==> config.mk <==
export PLATFORM = sky130hd
export DESIGN_NAME = dual_issue_pair
export DESIGN_NICKNAME = d
export VERILOG_FILES = /design/src/rtl/dip_pkg.sv /design/src/rtl/dip_regfile.sv /design/src/rtl/dip_hazard.sv /design/src/rtl/dip_lane.sv /design/src/rtl/dual_issue_pair.sv
export SDC_FILE = /design/constraint.sdc
export NUM_CORES = 1
export LEC_CHECK = 0
export BUFFER_PORTS_ARGS = -buffer_cell sky130_fd_sc_hd__clkbuf_2
export CORE_MARGIN = 3
export CORE_UTILIZATION = 35
export CTS_BUF_LIST = sky130_fd_sc_hd__clkbuf_8
export DETAILED_ROUTE_END_ITERATION = 8
export HOLD_SLACK_MARGIN = 0.08
export PLACE_DENSITY = 0.61
export SLEW_MARGIN = 10
export SYNTH_ARGS = -nofsm -noshare
export SYNTH_HDL_FRONTEND = slang
export SYNTH_SLANG_ARGS = --single-unit
export TNS_END_PERCENT = 1
==> constraint.sdc <==
create_clock -name clk -period 2.8 [get_ports clk]
set_input_delay 0.14 -clock clk [delete_from_list [all_inputs] [get_ports clk]]
set_output_delay 0.14 -clock clk [all_outputs]
set_load 0.01 [all_outputs]
==> src/rtl/dip_pkg.sv <==
// Shared sizes and types for the dual-issue add pipeline.
// Assumes a small flat register file indexed by RAW bits.
package dip_pkg;
    localparam int NREG  = 16;
    localparam int RAW   = $clog2(NREG);
    localparam int DW    = 16;
    localparam int LANES = 2;
    localparam int NFLY  = 2 * LANES;   // in-flight tags: EX and MEM of each lane
    localparam int NRD   = 2 * LANES;   // register read ports

    typedef logic [RAW-1:0] ridx_t;
    typedef logic [DW-1:0]  word_t;

    typedef struct packed {
        logic  vld;
        ridx_t rd;
        ridx_t rs;
        ridx_t rt;
    } instr_t;

    typedef struct packed {
        logic  vld;
        ridx_t rd;
    } tag_t;

    // True when the instruction uses register r as a source.
    function automatic logic uses_reg(instr_t i, ridx_t r);
        return (i.rs == r) || (i.rt == r);
    endfunction
endpackage

==> src/rtl/dip_regfile.sv <==
// Register file with NRD read ports and LANES write ports.
// A read of a register being written in the same cycle returns the new value.
// When two write ports hit one register, the higher-numbered (younger) port wins.
// Reset loads register i with the value i.
module dip_regfile
    import dip_pkg::*;
(
    input  logic  clk,
    input  logic  rst_n,
    input  ridx_t ra    [NRD],
    output word_t rdat  [NRD],
    input  logic  we    [LANES],
    input  ridx_t wa    [LANES],
    input  word_t wd    [LANES]
);
    word_t rf [NREG];

    // Storage update: later ports overwrite earlier ones.
    always_ff @(posedge clk) begin
        if (!rst_n) begin
            for (int i = 0; i < NREG; i++) rf[i] <= word_t'(i);
        end else begin
            for (int w = 0; w < LANES; w++)
                if (we[w]) rf[wa[w]] <= wd[w];
        end
    end

    // Read with write-through, younger write port taking priority.
    always_comb begin
        for (int p = 0; p < NRD; p++) begin
            rdat[p] = rf[ra[p]];
            for (int w = 0; w < LANES; w++)
                if (we[w] && (wa[w] == ra[p])) rdat[p] = wd[w];
        end
    end
endmodule

==> src/rtl/dip_hazard.sv <==
// Issue decision for the two decode slots.
// Assumes no forwarding: any source matching a valid EX/MEM destination blocks.
// Slot 1 issues only behind slot 0 and only if it does not read slot 0's result.
module dip_hazard
    import dip_pkg::*;
(
    input  instr_t s0,
    input  logic   s1_vld,
    input  ridx_t  s1_rs,
    input  ridx_t  s1_rt,
    input  tag_t   fly [NFLY],
    output logic   iss0,
    output logic   iss1
);
    logic blk0, blk1, pair_dep;

    // Compare each slot's sources against every in-flight destination.
    always_comb begin
        blk0 = 1'b0;
        blk1 = 1'b0;
        for (int k = 0; k < NFLY; k++) begin
            if (fly[k].vld && uses_reg(s0, fly[k].rd)) blk0 = 1'b1;
            if (fly[k].vld && ((s1_rs == fly[k].rd) || (s1_rt == fly[k].rd))) blk1 = 1'b1;
        end
        pair_dep = (s1_rs == s0.rd) || (s1_rt == s0.rd);
        iss0 = s0.vld && !blk0;
        iss1 = iss0 && s1_vld && !blk1 && !pair_dep;
    end
endmodule

==> src/rtl/dip_lane.sv <==
// One execution lane: EX, MEM and WB registers with a valid bit per stage.
// The add is done between EX and MEM; a lane not issued carries a bubble.
module dip_lane
    import dip_pkg::*;
(
    input  logic  clk,
    input  logic  rst_n,
    input  logic  issue,
    input  ridx_t rd,
    input  word_t opa,
    input  word_t opb,
    output tag_t  ex_tag,
    output tag_t  mem_tag,
    output logic  wb_vld,
    output ridx_t wb_rd,
    output word_t wb_data
);
    word_t ex_a, ex_b, mem_sum;

    // Advance the lane by one stage per cycle.
    always_ff @(posedge clk) begin
        if (!rst_n) begin
            ex_tag  <= '0;
            mem_tag <= '0;
            wb_vld  <= 1'b0;
            wb_rd   <= '0;
            ex_a    <= '0;
            ex_b    <= '0;
            mem_sum <= '0;
            wb_data <= '0;
        end else begin
            ex_tag  <= '{vld: issue, rd: rd};
            ex_a    <= opa;
            ex_b    <= opb;
            mem_tag <= ex_tag;
            mem_sum <= ex_a + ex_b;
            wb_vld  <= mem_tag.vld;
            wb_rd   <= mem_tag.rd;
            wb_data <= mem_sum;
        end
    end
endmodule

==> src/rtl/dual_issue_pair.sv <==
// Top of the dual-issue in-order add pipeline.
// Decode presents two slots (slot 0 older); issue_cnt tells fetch how many left.
// Assumes fetch re-presents unissued instructions oldest-first next cycle.
module dual_issue_pair
    import dip_pkg::*;
#(
    parameter int CYC_W = 16
) (
    input  logic             clk,
    input  logic             rst_n,
    input  logic             s0_vld,
    input  logic [RAW-1:0]   s0_rd,
    input  logic [RAW-1:0]   s0_rs,
    input  logic [RAW-1:0]   s0_rt,
    input  logic             s1_vld,
    input  logic [RAW-1:0]   s1_rd,
    input  logic [RAW-1:0]   s1_rs,
    input  logic [RAW-1:0]   s1_rt,
    output logic [1:0]       issue_cnt,
    output logic             wb0_vld,
    output logic [RAW-1:0]   wb0_rd,
    output logic [DW-1:0]    wb0_data,
    output logic             wb1_vld,
    output logic [RAW-1:0]   wb1_rd,
    output logic [DW-1:0]    wb1_data,
    output logic [CYC_W-1:0] cyc_cnt
);
    instr_t s0;
    ridx_t  ra    [NRD];
    word_t  rdat  [NRD];
    logic   we    [LANES];
    ridx_t  wa    [LANES];
    word_t  wd    [LANES];
    tag_t   fly   [NFLY];
    logic   iss   [LANES];
    ridx_t  dst   [LANES];
    logic   iss0, iss1;

    // Gather decode inputs into the shape the sub-blocks expect.
    always_comb begin
        s0     = '{vld: s0_vld, rd: s0_rd, rs: s0_rs, rt: s0_rt};
        ra[0]  = s0_rs;
        ra[1]  = s0_rt;
        ra[2]  = s1_rs;
        ra[3]  = s1_rt;
        iss[0] = iss0;
        iss[1] = iss1;
        dst[0] = s0_rd;
        dst[1] = s1_rd;
        issue_cnt = {1'b0, iss0} + {1'b0, iss1};
    end

    dip_regfile u_rf (
        .clk  (clk),
        .rst_n(rst_n),
        .ra   (ra),
        .rdat (rdat),
        .we   (we),
        .wa   (wa),
        .wd   (wd)
    );

    dip_hazard u_hz (
        .s0    (s0),
        .s1_vld(s1_vld),
        .s1_rs (s1_rs),
        .s1_rt (s1_rt),
        .fly   (fly),
        .iss0  (iss0),
        .iss1  (iss1)
    );

    for (genvar l = 0; l < LANES; l++) begin : g_lane
        tag_t ex_t, mem_t;
        dip_lane u_lane (
            .clk    (clk),
            .rst_n  (rst_n),
            .issue  (iss[l]),
            .rd     (dst[l]),
            .opa    (rdat[2*l]),
            .opb    (rdat[2*l+1]),
            .ex_tag (ex_t),
            .mem_tag(mem_t),
            .wb_vld (we[l]),
            .wb_rd  (wa[l]),
            .wb_data(wd[l])
        );
        // Publish this lane's in-flight destinations to the hazard check.
        always_comb begin
            fly[2*l]   = ex_t;
            fly[2*l+1] = mem_t;
        end
    end

    // Drive the write-back ports from the lanes.
    always_comb begin
        wb0_vld  = we[0];
        wb0_rd   = wa[0];
        wb0_data = wd[0];
        wb1_vld  = we[1];
        wb1_rd   = wa[1];
        wb1_data = wd[1];
    end

    // Cycle counter restarted by reset.
    always_ff @(posedge clk) begin
        if (!rst_n) cyc_cnt <= '0;
        else        cyc_cnt <= cyc_cnt + 1'b1;
    end
endmodule

# == Word-level counts from Yosys, hierarchy flattened ==
# Memory sizes are Yosys's and may differ from the RTL's. A register that Yosys moved wholly into a read port is not among the register bits.
# Cells that the tools add are included.
# W data, S select, Z words.
# totals
reg_bits,110
ramBits,256
input_bits,28
output_inout_bits,60
wordCells,91
n_memories,1
# classes
n_addsub,4
n_eq_ne,18
mux,21
n_reduce_logical,30
# mem_list
memory,words,width,read_ports,rd_clocked_by_memory_dff,write_ports,line,text
u_rf.rf,16,16,4,4,16,dip_regfile.sv:16,word_t rf [NREG];
# op_table
operator,count
$eq A4 B4 Y1,18
$add A16 B16 Y16,2
$mux W16,2
$reduce_or A16 Y1,2
$mux W1,17
$add A16 B1 Y16 const B,1
$logic_and A1 B1 Y1,12
$logic_or A1 B1 Y1,9
$mux W4,2
$logic_not A1 Y1,7
$add A1 B1 Y2,1

# == Depth between registers and ports, before layout ==
# Gate-level depths: netlist of run 1.
# logic_depth
word_depth,13
depth_mapped,9
ltp_nobuf,9

# == Modules after synthesis ==
# From an unflattened synthesis of run 1, not the netlist that was laid out.
# hier_totals
cells_unflattened,2395
area_unflattened_um2,27939.3
# by_module_without_submodules
module,n_inst,cells_each,area_each_um2,seq_area_each_um2
dip_regfile,1,1660,20646.1,7687.4
dip_lane,2,272,2849.0,1581.5
dip_hazard,1,112,860.8,0.0
dual_issue_pair,1,79,734.5,320.3

# == Worst setup path after synthesis of run 1 ==
# Ideal clock, no wire load.
# synth_path
path_kind,flip-flop to flip-flop
start,reg g_lane[1].u_lane.wb_vld
end,"mem u_rf.rf[0][0] (netlist bit), enable pin"
setup_ns,0.376
t_arrival_ns,2.095
t_required_ns,2.424
path_slack_ns,0.329
stages_incl_launch_ff,6
n_path_buf,1
period_less_slack_ns,2.471
path_cell_list,dfxtp_1 > nand2_1 > or3_1 > nor3_4 > clkbuf_1 > nand3b_1
# synth_rtl
item,line,text
"start, declared",dip_lane.sv:14,"output logic wb_vld,"
"start signal, assigned",dip_lane.sv:37,wb_vld <= mem_tag.vld;
"end, declared",dip_regfile.sv:16,

==> qor.csv, run 1 <==
metric;value;unit
mapped cell area;26800;µm²
first-pass GRT wire length;148000;µm
Top FF cell, synth;edfxtp_1;
Worst setup SP type;register;
status;completed;
Final ANT Viol Nets;0;
RSZ-0062 raised after global routing;false;
Synth Warn #;0;
final setup skew;0.0433;ns
DRT Wirelength;102000;µm
TNS Setup;0;ns
register area;11200;µm²
total chip power;15600;µW
Leakage;0.0110;µW
total vias in the final route;20966;
Reg2Reg Depth;4;
WS Path Type;register to register;
initial antenna violation count;1;
clk sinks;430;
final net count;2252;
CTS Root Buffer Type;clkbuf_8;
overall global routing resource usage;0.250;
Worst Hold Class;input port to register;
Tightest Pin Transition;1.23;ns
synth top area cells;edfxtp_1 (29%), mux4_2 (27%), dfxtp_1 (13%);
RD Place Congestion;0.962;
Post-CTS Setup Bufs;0;
sequential share of the synthesized area;0.416;
clk buf depth;3;
Worst Hold Depth;3;
number of global-route vias before repair;21309;
chip width;283;µm
Final Max Slew Viols;0;
clk slew on worst S/H paths;0.08;ns
initial drt markers;2726;
Worst setup EP type;register;
final non-filler cell area;30500;µm²
most area-hungry cell type in the Yosys netlist;edfxtp_1;
Final Hold Fails;0;
Rows;100;
die area;80000;µm²
syn_nets;2176;
Yosys top cell area share;0.286;
Distinct cells, synth;56;
crit share post-route;0.948;
area of the multi-input gates;14500;µm²
Post-synth top cells;mux4_2 (320), edfxtp_1 (256), a22o_1 (219);
htree depth;3;
die height;283;µm
dpl hpwl;67800;µm
PortBufs;87;
Post-Syn Area per Cell;12.7;µm²
Overflow after GRT;0;
I/O pin count;88;
PwrDens;513;nW/µm²
core area;75200;µm²
Residual DRC;0;
Syn-to-layout area delta;13.6;%
Yosys reg bits;430;
async set or reset register ratio after synthesis;0;
Max-cap violations;0;
largest net degree at the start of global routing;86;
TritonCTS Buffers;73;
Final setup viols;0;
Fillers;6902;
VDD IR-drop max;0.000310;V
WP data arrival;3.00;ns
CTS tree;yes;
drt wl/cell;31.2;µm
Max Fanout on Critical Path;16;
Rel. slew slack;0.179;
post-DR vias/cell;6.41;
Post-synth EDFFs;256;
Mapped Cells;2114;
Max Fclk;377;MHz
Initial Utilization;0.357;
Req. time, crit path;3.14;ns
worst-skew pair later-pin latency;0.68;ns
most instantiated library cell after synthesis;mux4_2;
fin crit period;2.66;ns
layout cells sized above 1;0.302;
Cell Area, Placed;28800;µm²
First-pass DRT Iterations;8;
through the flow:
stage               hold slack (ns)  worst slack, ns  utilization  std cells
global placement              0.347            0.146        0.384       3120
global route                  0.244           0.0156        0.406       3270
finish                        0.239            0.145        0.406       3270
detailed placement            0.351            0.135        0.384       3120
floorplan                     0.267            0.329            -       2114
CTS                           0.194           0.0176        0.405       3269
where the power goes:
group	switching, µW	total, µW	internal [µW]
logic	1280	2420	1130
clock network	2760	5810	3050
registers	417	7420	7000
timing repair:
item,CTS,global route
hold buffers,15,0
endpoints found under the hold margin,19,0
cloned,0,0
pin swaps,0,3
endpoints found under the setup margin,2,2
resized for setup,3,14
cell families (layout without fill, tap and decap cells):
group / Yosys count / in the layout / share of synthesized area
flops: 430 / 430 / 0.416
xor+xnor: 134 / 134 / 0.0437
fa+ha+maj: 34 / 34 / 0.0164
compound gates: 417 / 417 / 0.117
mux: 324 / 324 / 0.270
other cells: 0 / 1 / 0
simple gates: 517 / 517 / 0.0925
buf+inv: 258 / 393 / 0.0441
critical path, cell delays in order, from the launching register on:
cell,delay (ns)
dfxtp_1,0.65
nor3b_1,0.76
nand3_1,0.42
nand3_1,0.26
buf_12,0.25
flip-flops by register name, indices dropped and copies added, names as in the netlist:
register / flops
g_lane.u_lane.ex_tag: 10
cyc_cnt: 16
g_lane.u_lane.wb_data: 32
u_rf.rf: 256
g_lane.u_lane.ex_a: 32
g_lane.u_lane.mem_sum: 32
g_lane.u_lane.mem_tag: 10
g_lane.u_lane.ex_b: 32
g_lane.u_lane.wb_rd: 8
g_lane.u_lane.wb_vld: 2
cell type report:
type / count / area share
multi-input cells: 1426 / 0.476
flip-flops and latches: 430 / 0.367
repair buffers: 245 / 0.0654
well taps: 1020 / 0.0418
clock buffers: 81 / 0.0366
clock inverters: 53 / 0.0112
inverters: 14 / 0.00172
diodes: 1 / 0.0000821
cells in the final DEF, fill, tap and decap left out, drive strengths merged, types with 20 or more instances in the layout:
master,instances
nor3,27
ha,32
clkinv,20
mux4,320
a22o,219
o211ai,48
and3,21
a21oi,67
xor2,88
and2,67
xnor2,46
nor2,120
edfxtp,256
buf,152
dfxtp,174
nand3,43
nand2,175
inv,41
o21ai,44
clkbuf,159
final timing paths:
| kind | slack, ns | end | startpoint |
|---|---|---|---|
| setup / recovery | 0.14 | u_rf.rf[13][10]$_DFFE_PP_ | g_lane[1].u_lane.wb_rd[0]$_SDFF_PN0_ |
| hold / removal | 0.24 | g_lane[1].u_lane.ex_tag[2]$_SDFF_PN0_ | s1_rd[2] |
| setup reg to reg | 0.14 | u_rf.rf[13][10]$_DFFE_PP_ | g_lane[1].u_lane.wb_rd[0]$_SDFF_PN0_ |
| hold reg to reg | 0.43 | g_lane[1].u_lane.wb_data[7]$_SDFF_PN0_ | g_lane[1].u_lane.mem_sum[7]$_SDFF_PN0_ |
layer usage:
metal	GRT usage	wire, µm
met2	0.385	45700
met3	0.0839	13500
met4	0.145	6390
met5	0	58
met1	0.306	36300
Power figures use the tool's default switching activity.
==> inputs of run 2 (changes only) <==
Settings changed: PLACE_DENSITY 0.61 to unset, PLACE_DENSITY_LB_ADDON set to 0.2, SETUP_SLACK_MARGIN set to 0.05.
Clock period 2.8 ns to 3.38 ns, I/O delays scaled along.
==> run 2 against run 1 <==
- first-iteration DRC count is 7.0% lower
- clock skew is 0.0090 ns lower
- flip-flop and latch count unchanged
- wire length down 3.6%
- largest power group unchanged
- register-to-register slack better by 0.56 ns
- cell area fell by 1.2%
- non-clock buffer count decreased by 45
- critical path depth increased by 3
- hold slack improved by 0.037 ns
- power fell by 13%
==> qor.csv, run 2 (synthesized netlist as in run 1, its figures left out) <==
metric;value;unit;change
Rel. slew slack;0.103;;-0.0760
Max-cap violations;0;;unchanged
Final Hold Fails;0;;unchanged
most common cell after layout, fill and taps aside;mux4_2;;
TNS Setup;0;ns;unchanged
Crit path top cell by count;nor4_1;;
Sw Pwr;3720;µW;-17%
WS Path Type;register to output port;;
final non-filler cell area;30100;µm²;-1.2%
Worst Hold Class;input port to register;;
chip width;283;µm;unchanged
Final setup viols;0;;unchanged
Max Fclk;329;MHz;
TritonCTS Buffers;76;;+4.1%
fin crit period;3.04;ns;
drt wl/cell;30.5;µm;-2.2%
core area;75200;µm²;unchanged
Cell Area, Placed;28400;µm²;-1.7%
Rows;100;;unchanged
Most flops, register;u_rf.rf;;
clock share of power;0.402;;+0.031
crit path cell chain;xor2_1 > nor4_1 > o21ai_0 > nand3_1 > nor4_1 > ha_1 > clkbuf_2;;
total vias in the final route;20309;;-3.1%
RSZ-0062 raised after global routing;false;;
layout cells sized above 1;0.288;;-0.0135
Worst setup SP type;register;;
min-delay src;s1_rd[2];;
WP data arrival;2.87;ns;-0.13 ns
initial drt markers;2535;;-7.0%
Final Max Slew Viols;0;;unchanged
CTS tree;yes;;
RR Endpoint;g_lane[1].u_lane.mem_sum[12]$_SDFF_PN0_;;
first-pass GRT wire length;143000;µm;-3.5%
number of global-route vias before repair;20118;;-5.6%
Tightest Pin Transition;1.34;ns;+0.119 ns
largest net degree at the start of global routing;71;;-17%
Seq pwr share;0.460;;-0.014
Reg2Reg Depth;9;;+5
internal power;9820;µW;-12%
PortBufs;87;;unchanged
Syn-to-layout area delta;12.2;%;
RD Place Congestion;0.960;;-0.21%
die height;283;µm;unchanged
Overflow after GRT;0;;unchanged
reg-to-reg slack, setup;0.70;ns;+0.56 ns
post-CTS resize count;0;;-3
logic gate share of total power;0.138;;-0.016
Leakage;0.0108;µW;-2.1%
First-pass DRT Iterations;5;;-3
dpl hpwl;68500;µm;+1.1%
Worst setup EP type;output port;;
Final ANT Viol Nets;0;;unchanged
max incr delay on CP;0.51;ns;-0.25 ns
crit share post-route;0.899;;
most frequent cells in the layout;mux4_2 (320), edfxtp_1 (256), a22o_1 (219);;
initial antenna violation count;2;;+1
Initial Utilization;0.357;;unchanged
status;completed;;
clk sinks;430;;unchanged
Req. time, crit path;3.21;ns;+0.07 ns
VDD IR-drop max;0.000212;V;-32%
Max Fanout on Critical Path;5;;-11
die area;80000;µm²;unchanged
max reg flops;256;;unchanged
DRT Wirelength;98300;µm;-3.6%
switching share of power;0.275;;-0.0104
post-layout util;0.401;;-0.00493
worst-skew pair later-pin latency;0.67;ns;about the same
clk slew on worst S/H paths;0.05;ns;-0.03 ns
Slowest-stage cell, CP;dfxtp_1;;
overall global routing resource usage;0.241;;-0.00910
clk buf depth;3;;unchanged
Residual DRC;0;;unchanged
Worst Hold Depth;3;;unchanged
I/O pin count;88;;unchanged
Critical R2R Launch;g_lane[1].u_lane.ex_b[0]$_SDFF_PN0_;;
final net count;2210;;-1.9%
htree depth;3;;unchanged
PwrDens;449;nW/µm²;-12%
CTS Root Buffer Type;clkbuf_8;;
final setup skew;0.0343;ns;-0.00901 ns
Worst Hold Endpoint;g_lane[1].u_lane.ex_tag[2]$_SDFF_PN0_;;
post-DR vias/cell;6.30;;-1.8%
run 2: cell types whose count changed in the layout (fill, tap and decap cells not counted), moves of 7 or more:
cell,before,now
buf_4,127,100
buf_12,25,11
dfxtp_1,162,174
dfxtp_2,12,0
inv_1,37,27
bufinv_16,4,11
run 2: area by class of cell:
cell class / count / area [µm²]
Clock buffer: 84 / 1160
Clock inverter: 48 / 490
Inverter: 14 / 52.6
Sequential cell: 430 / 11200
Antenna cell: 2 / 5.00
Tap cell: 1020 / 1280
Multi-Input combinational cell: 1426 / 14500
Fill cell: 7015 / 45100
Timing Repair Buffer: 200 / 1470
run 2: worst max-delay path by stage:
stage,start,slack [ns],end,depth (start not counted)
CTS,g_lane[1].u_lane.mem_tag[1]$_SDFF_PN0_,0.38,issue_cnt[0],7
detailed placement,g_lane[0].u_lane.ex_b[1]$_SDFF_PN0_,0.67,g_lane[0].u_lane.mem_sum[15]$_SDFF_PN0_,7
floorplan,g_lane[1].u_lane.wb_vld$_SDFF_PN0_,0.91,u_rf.rf[0][0]$_DFFE_PP_,5
global placement,g_lane[0].u_lane.ex_b[1]$_SDFF_PN0_,0.73,g_lane[0].u_lane.mem_sum[15]$_SDFF_PN0_,7
finish,g_lane[1].u_lane.mem_tag[3]$_SDFF_PN0_,0.34,issue_cnt[0],7
global route,g_lane[1].u_lane.mem_tag[2]$_SDFF_PN0_,0.17,issue_cnt[0],7
run 2: power by group through the flow:
stage,Combinational [µW],Clock (µW),Sequential [µW]
6_report,1870,5440,6220
5_1_grt,1990,5780,6250
4_1_cts,1860,5540,6200
3_5_place_dp,1850,0,6310
3_3_place_gp,1820,0,6300
2_1_floorplan,1430,0,6030
run 2: stage by stage:
step,setup slack [ns],total power (µW),hold WS [ns],cells
after detailed placement,0.671,8150,0.379,3079
final,0.342,13500,0.276,3224
after global routing,0.169,14000,0.261,3223
after CTS,0.382,13600,0.222,3222
after global placement,0.729,8120,0.377,3079
after floorplan,0.909,7450,0.296,2114
run 2: what timing repair did:
action,in CTS,in global routing
setup buffers,0,0
endpoints found under the hold margin,11,0
hold buffers,11,0
run 2: critical path: cells and delay by family (launching register included):
kind | cells | cell delay, ns
XOR/XNOR | 1 | 0.19
adder cells (fa/ha/maj) | 1 | 0.30
AO/OA/AOI/OAI | 1 | 0.40
buffers and inverters | 1 | 0.13
flip-flops | 1 | 0.51
AND/OR/NAND/NOR | 3 | 0.71
run 2: metal layers:
| layer | routed length, µm | global-route usage | vias up |
|---|---|---|---|
| met5 | 12 | 0 | - |
| met4 | 2790 | 0.0807 | 2 |
| met3 | 12300 | 0.0763 | 196 |
| met2 | 44400 | 0.369 | 1428 |
| met1 | 38800 | 0.324 | 10300 |
| li1 | - | - | 8383 |
